===== src/rtl/ram_seq_pkg.sv =====
// Package: shared state type for the cache RAM sequencer.
// Assumes: nothing beyond IEEE 1800-2017.
package ram_seq_pkg;

    typedef enum logic [1:0] {
        ST_IDLE   = 2'd0,   // waiting for a request
        ST_SETUP  = 2'd1,   // outputs held, counting setup, edge when count hits zero
        ST_RDWAIT = 2'd2,   // counting read latency before capture
        ST_WREC   = 2'd3    // counting write recovery before going idle
    } seq_state_t;

endpackage


===== src/rtl/ram_seq_counter.sv =====
// Module: down counter for latency windows, advancing on RAM-clock cycles only.
// Assumes: load has priority over tick; the count stops at zero.
module ram_seq_counter #(
    parameter int W = 3
) (
    input  logic         clk,
    input  logic         rst_n,
    input  logic         load,
    input  logic [W-1:0] load_val,
    input  logic         tick,
    output logic         is_zero
);

    logic [W-1:0] cnt;

    // Purpose: load a new window or step one RAM cycle towards zero.
    always_ff @(posedge clk) begin
        if (!rst_n)
            cnt <= '0;
        else if (load)
            cnt <= load_val;
        else if (tick && cnt != '0)
            cnt <= cnt - W'(1);
    end

    assign is_zero = (cnt == '0);

    // without a load, the count may only move on a RAM-clock cycle
    p_count_on_ce_r7: assert property (@(posedge clk) disable iff (!rst_n)
        (!load && !tick) |=> $stable(cnt));

    // without a load, the count never grows
    p_no_growth_r3: assert property (@(posedge clk) disable iff (!rst_n)
        !load |=> (cnt <= $past(cnt)));

endmodule


===== src/rtl/ram_seq_bank_dec.sv =====
// Module: turns a bank index and an access strobe into per-bank clock enables.
// Assumes: NUM_BANKS is a power of two; a single bank ignores the index.
module ram_seq_bank_dec #(
    parameter int NUM_BANKS = 4,
    parameter int BANK_W    = 2
) (
    input  logic [BANK_W-1:0]    bank_idx,
    input  logic                 fire,
    output logic [NUM_BANKS-1:0] en_o
);

    generate
        if (NUM_BANKS > 1) begin : g_banked
            for (genvar i = 0; i < NUM_BANKS; i++) begin : g_bit
                // Purpose: enable bank i only when it is the addressed one.
                assign en_o[i] = fire && (bank_idx == BANK_W'(i));
            end
        end else begin : g_single
            logic unused_idx;
            assign unused_idx = ^bank_idx;
            // Purpose: a single array is clocked on every access edge.
            assign en_o[0] = fire;
        end
    endgenerate

    // at most one bank is clocked at a time
    always_comb begin
        p_one_bank_r8: assert ($onehot0(en_o)) else $error("more than one bank enabled");
    end

endmodule


===== src/rtl/cache_ram_sequencer.sv =====
// Module: sequences single read/write accesses to a synchronous RAM with
// programmable setup, read and write-recovery latencies counted in RAM cycles.
// Assumes: ram_ce marks controller cycles ending on a RAM edge (integer ratio);
// the external gating cell clocks a bank only when its ram_clk_en bit is high.
module cache_ram_sequencer
    import ram_seq_pkg::*;
#(
    parameter int ADDR_W    = 8,
    parameter int DATA_W    = 16,
    parameter int LAT_W     = 3,
    parameter int NUM_BANKS = 4
) (
    input  logic                        clk,
    input  logic                        rst_n,
    input  logic                        ram_ce,
    input  logic [LAT_W-1:0]            cfg_setup,
    input  logic [LAT_W-1:0]            cfg_rd_lat,
    input  logic [LAT_W-1:0]            cfg_wr_lat,
    input  logic                        req_valid,
    output logic                        req_ready,
    input  logic                        req_write,
    input  logic [ADDR_W-1:0]           req_addr,
    input  logic [DATA_W-1:0]           req_wdata,
    output logic                        rd_valid,
    output logic [DATA_W-1:0]           rd_data,
    output logic [ADDR_W-1:0]           ram_addr,
    output logic [DATA_W-1:0]           ram_wdata,
    output logic                        ram_we,
    output logic [NUM_BANKS-1:0]        ram_clk_en,
    input  logic [NUM_BANKS*DATA_W-1:0] ram_rdata
);

    localparam int BANK_W = (NUM_BANKS > 1) ? $clog2(NUM_BANKS) : 1;

    seq_state_t         state;
    logic [ADDR_W-1:0]  addr_q;
    logic [DATA_W-1:0]  wdata_q;
    logic               we_q;
    logic [LAT_W-1:0]   rd_lat_q;
    logic [LAT_W-1:0]   wr_lat_q;
    logic [BANK_W-1:0]  bank_q;
    logic               accept;
    logic               edge_now;
    logic               done_wait;
    logic               cnt_zero;
    logic               cnt_load;
    logic [LAT_W-1:0]   cnt_val;
    logic [DATA_W-1:0]  bank_rd [NUM_BANKS];

    assign req_ready = (state == ST_IDLE);
    assign accept    = req_valid && req_ready;
    assign edge_now  = (state == ST_SETUP) && cnt_zero && ram_ce;
    assign done_wait = cnt_zero && ram_ce;

    // Purpose: pick the counter window to load at acceptance and at the edge.
    always_comb begin
        cnt_load = 1'b0;
        cnt_val  = '0;
        if (accept) begin
            cnt_load = 1'b1;
            cnt_val  = cfg_setup;
        end else if (edge_now) begin
            cnt_load = 1'b1;
            cnt_val  = we_q ? (wr_lat_q - LAT_W'(1)) : rd_lat_q;
        end
    end

    ram_seq_counter #(.W(LAT_W)) u_cnt (
        .clk      (clk),
        .rst_n    (rst_n),
        .load     (cnt_load),
        .load_val (cnt_val),
        .tick     (ram_ce),
        .is_zero  (cnt_zero)
    );

    // Purpose: latch the request and its latency fields at acceptance.
    always_ff @(posedge clk) begin
        if (!rst_n) begin
            addr_q   <= '0;
            wdata_q  <= '0;
            we_q     <= 1'b0;
            rd_lat_q <= '0;
            wr_lat_q <= '0;
            bank_q   <= '0;
        end else if (accept) begin
            addr_q   <= req_addr;
            wdata_q  <= req_wdata;
            we_q     <= req_write;
            rd_lat_q <= cfg_rd_lat;
            wr_lat_q <= cfg_wr_lat;
            bank_q   <= (NUM_BANKS > 1) ? req_addr[BANK_W-1:0] : '0;
        end
    end

    // Purpose: step the access through setup, edge, read wait or write recovery.
    always_ff @(posedge clk) begin
        if (!rst_n) begin
            state <= ST_IDLE;
        end else begin
            unique case (state)
                ST_IDLE:   if (accept) state <= ST_SETUP;
                ST_SETUP:  if (edge_now)
                               state <= !we_q ? ST_RDWAIT :
                                        (wr_lat_q == '0) ? ST_IDLE : ST_WREC;
                ST_RDWAIT: if (done_wait) state <= ST_IDLE;
                ST_WREC:   if (done_wait) state <= ST_IDLE;
                default:   state <= ST_IDLE;
            endcase
        end
    end

    generate
        for (genvar b = 0; b < NUM_BANKS; b++) begin : g_rd
            // Purpose: split the flat read bus into one word per bank.
            assign bank_rd[b] = ram_rdata[b*DATA_W +: DATA_W];
        end
    endgenerate

    // Purpose: capture the addressed bank's word when the read wait ends.
    always_ff @(posedge clk) begin
        if (!rst_n) begin
            rd_valid <= 1'b0;
            rd_data  <= '0;
        end else begin
            rd_valid <= (state == ST_RDWAIT) && done_wait;
            if ((state == ST_RDWAIT) && done_wait)
                rd_data <= bank_rd[bank_q];
        end
    end

    ram_seq_bank_dec #(.NUM_BANKS(NUM_BANKS), .BANK_W(BANK_W)) u_dec (
        .bank_idx (bank_q),
        .fire     (edge_now),
        .en_o     (ram_clk_en)
    );

    assign ram_addr  = addr_q;
    assign ram_wdata = wdata_q;
    assign ram_we    = we_q;

    // an accepted request makes the sequencer busy on the next cycle
    p_ready_drop_r1: assert property (@(posedge clk) disable iff (!rst_n)
        (req_valid && req_ready) |=> !req_ready);

    // RAM-side outputs are frozen while setup is counted
    p_hold_r2: assert property (@(posedge clk) disable iff (!rst_n)
        (state == ST_SETUP && $past(state == ST_SETUP))
            |-> ($stable(ram_addr) && $stable(ram_wdata) && $stable(ram_we)));

    // after the edge the sequencer leaves setup, so the edge is single
    p_edge_once_r4: assert property (@(posedge clk) disable iff (!rst_n)
        (ram_clk_en != '0) |=> (state != ST_SETUP));

    // read-valid lasts one controller cycle
    p_rd_pulse_r5: assert property (@(posedge clk) disable iff (!rst_n)
        rd_valid |=> !rd_valid);

    // no bank is clocked during write recovery
    p_quiet_recovery_r6: assert property (@(posedge clk) disable iff (!rst_n)
        (state == ST_WREC) |-> (ram_clk_en == '0));

endmodule


===== config.mk =====
export PLATFORM = sky130hd
export DESIGN_NAME = cache_ram_sequencer
export DESIGN_NICKNAME = d
export VERILOG_FILES = /design/src/rtl/ram_seq_pkg.sv /design/src/rtl/ram_seq_counter.sv /design/src/rtl/ram_seq_bank_dec.sv /design/src/rtl/cache_ram_sequencer.sv
export SDC_FILE = /design/constraint.sdc
export NUM_CORES = 1
export LEC_CHECK = 0
export ABC_AREA = 1
export BUFFER_PORTS_ARGS = -buffer_cell sky130_fd_sc_hd__clkbuf_2
export CORE_MARGIN = 2
export CORE_UTILIZATION = 43
export DETAILED_ROUTE_END_ITERATION = 8
export PLACE_DENSITY = 0.86
export SLEW_MARGIN = 20
export SYNTH_ARGS = -nofsm -noshare
export SYNTH_HDL_FRONTEND = slang
export SYNTH_SLANG_ARGS = --single-unit

===== constraint.sdc =====
create_clock -name clk -period 1.8 [get_ports clk]
set_input_delay 0.18 -clock clk [delete_from_list [all_inputs] [get_ports clk]]
set_output_delay 0.18 -clock clk [all_outputs]
set_load 0.005 [all_outputs]

==> metrics.cfg <==
[status]
outcome=completed

[floorplanning]
rows=27
die_y_um=79.96
initial_core_util_pct=44.78
dieArea_mm2=0.006394
die_w_um=79.96
pin_count=149
fp.coreArea_mm2=0.005540

[hold_path]
hold_path_depth=3
min_to=ram_wdata[9]
holdCritPathClass=input pin to register
min-delay-start=req_wdata[9]

[power]
intPower_uw=2067
p_leak_uw=0.001709
swShare_pct=35.59
combPwrFrac_pct=34.2
seqPwrFrac_pct=45.1
clkPwrFrac_pct=20.7
pwr_density_cell_mw_per_mm2=952.6
ir_drop_v=0.0003646
p_sw_uw=1142

[yosys]
netlist_instances=340
yosysWarnings=0
ys_seq_elements=53
synthDistinctLibCells=26
syn-num-nets=446
synth_area_mm2=0.002481
seq_area_frac_synth_pct=42.76
avgSynthCellArea_um2=7.297

[setup_path]
critical_path.endpoint_type=primary output
max_stage_delay_ps=340
crit_arrival_ps=1520
required_ps=1620
ff2ff_setup_slack_ps=230
cp-start-kind=register
crit_family=simple AND/OR/NAND/NOR gates
reg2reg_to=u_cnt.cnt[0]
path_cells=inv_2 > ha_2 > inv_1 > nor2_2 > nand3_4 > nor3_2 > buf_2
reg2reg_depth=10
cpMaxStageDelayCell=dfxtp_2
criticalPathCategory=register to primary output
crit_start=u_cnt.cnt[0]
reg2reg_from=u_cnt.cnt[0]
worstPathMaxFanout=5
crit_buf_inv=3

[timing]
fmax_mhz=587.0
hold_violations=0
finalMaxSlewViolations=0
tightest_slew_ps=620.6
period_needed_ps=1703
slew_headroom_pct=58.58
finalClockSkew_ps=7.611
finalSetupViolations=0
fin_hold_ws_ps=108.0
finalCritPeriodShare_pct=94.64
layout_setup_ws_ps=96.53

[clock_network]
insertion_delay_ps=310
h-tree-depth=2
cts_buffer_depth=2
clock_sink_count=53
cts_tree=built
cts-root-buf=clkbuf_8
cts_buffers=5
clk_pin_slew_ps=90

[detailed_routing]
avgRoutedWirePerCell_um=11.99
drtIter0Drc=87
vias_per_cell=4.977
dr.pass1.iters=4
detail-route-antenna-nets=0
dr_total_vias=2767
finalWirelength_um=6667
drc=0

[place]
port_buffers=148
gp_congestion=0.7990
pre_cts_ws_ps=292.7
dp.cells=547
dp_hpwl_um=5176

[final_layout]
nNetsFinal=589
stdcell_count=556
fill_cells=504
drive_above_1_share_pct=38.02
area_growth_pct=35.80
fin_util_pct=60.82
num_antenna_cells=0

[global_route]
grt_antenna_before_repair=0
grt_pass1_wl_um=10820
grt_usage_pct=21.04
grt_max_degree=52
gr-total-overflow=0
grt_pass1_vias=2550

[run]
max_cap_viol_count=0

## routing by layer
layer	track usage (%)	up-vias	routed length, um
met5	0	-	0
met4	7.458	0	96
met3	5.995	8	519
met2	38.25	120	3191
met1	23.13	1216	2860
li1	-	1423	-
## how the worst max path moves through the flow
stage | endpoint | slack (ps) | depth (start not counted)
after floorplan | rd_data[10] | 370 | 8
after global placement | rd_data[13] | 410 | 7
after detailed placement | rd_data[5] | 290 | 7
after CTS | ram_clk_en[1] | 70 | 7
after global routing | ram_clk_en[2] | -40 | 7
final | ram_clk_en[2] | 100 | 7
## area by class of cell
type / instances / area, um^2 / area share [%]
repair buffers: 153 / 778.2 / 23.10
flip-flops and latches: 53 / 1064 / 31.56
clock buffers: 5 / 68.82 / 2.042
inverters: 17 / 66.31 / 1.968
multi-input cells: 253 / 1281 / 38.02
clock inverters: 3 / 21.27 / 0.6313
well taps: 72 / 90.09 / 2.674
## worst reg2reg max path, delay by kind of cell, from the launching register on
kind,cells,cell delay (ps)
and+or+nand+nor,6,660
DFF,1,340
buffers and inverters,3,300
adders and majority gates,1,170
## registers in the layout, summed over array words and instances, names as in the netlist
register and cells:
rd_lat_q 3, rd_valid 1, wr_lat_q 3, state 2
u_cnt.cnt 3, rd_data 16, ram_we 1, ram_addr 8
ram_wdata 16
## logic make-up after synthesis
logic type	after synthesis	synth area share, %
simple gates	153	25.77
xor+xnor	1	0.3531
flops	53	42.76
compound gates	95	22.39
fa+ha+maj	4	2.017
buf+inv	34	6.707
## synth_stat cells
cell / number / area [um^2]
a21oi_1: 9 / 45.04
o21ai_1: 34 / 170.2
inv_2: 6 / 22.52
nor2_4: 3 / 33.78
a22oi_1: 32 / 240.2
nand4_1: 1 / 6.260
buf_1: 2 / 7.510
nor2_1: 94 / 352.8
nor3_1: 3 / 15.01
nor3_4: 1 / 16.27
buf_2: 5 / 25.02
nand3_1: 3 / 15.01
buf_4: 4 / 30.03
nand2_4: 1 / 11.26
dfxtp_1: 53 / 1061
nor2_2: 1 / 6.260
buf_6: 2 / 22.52
o21ai_0: 20 / 100.1
inv_1: 10 / 37.54
nand2_1: 44 / 165.2
xnor2_1: 1 / 8.760
nand3_2: 1 / 10.01
nand3b_1: 1 / 7.510
clkbuf_1: 4 / 15.01
inv_4: 1 / 6.260
ha_1: 4 / 50.05
## cells in the final DEF (no fill, tap or decap), drive strengths merged, types with 6 or more instances in the layout
| master | count |
|---|---|
| clkbuf | 152 |
| nor2 | 98 |
| o21ai | 54 |
| dfxtp | 53 |
| nand2 | 45 |
| a22oi | 32 |
| inv | 18 |
| a21oi | 9 |
| buf | 6 |
## power groups by stage
stage          Clock, uW  Sequential, uW  Combinational, uW
2_1_floorplan          0            1460                712
3_3_place_gp           0            1450               1030
3_5_place_dp           0            1460               1070
4_1_cts              693            1440               1070
5_1_grt              746            1470               1260
6_report             664            1450               1100
## per-stage QoR
stage                     TNS, ps  total power, uW  cell area, um^2
after floorplan                 0             2172             2481
after global placement          0             2485             3242
after detailed placement        0             2531             3242
after CTS                       0             3200             3332
after global routing       -35.78             3468             3369
final                           0             3210             3369
## repair_timing
item	4_1_cts	5_1_grt
setup endpoints to repair	0	3
resized for setup	0	11
setup buffers	0	1
hold buffers	0	0
(Power assumes the default switching activity.)
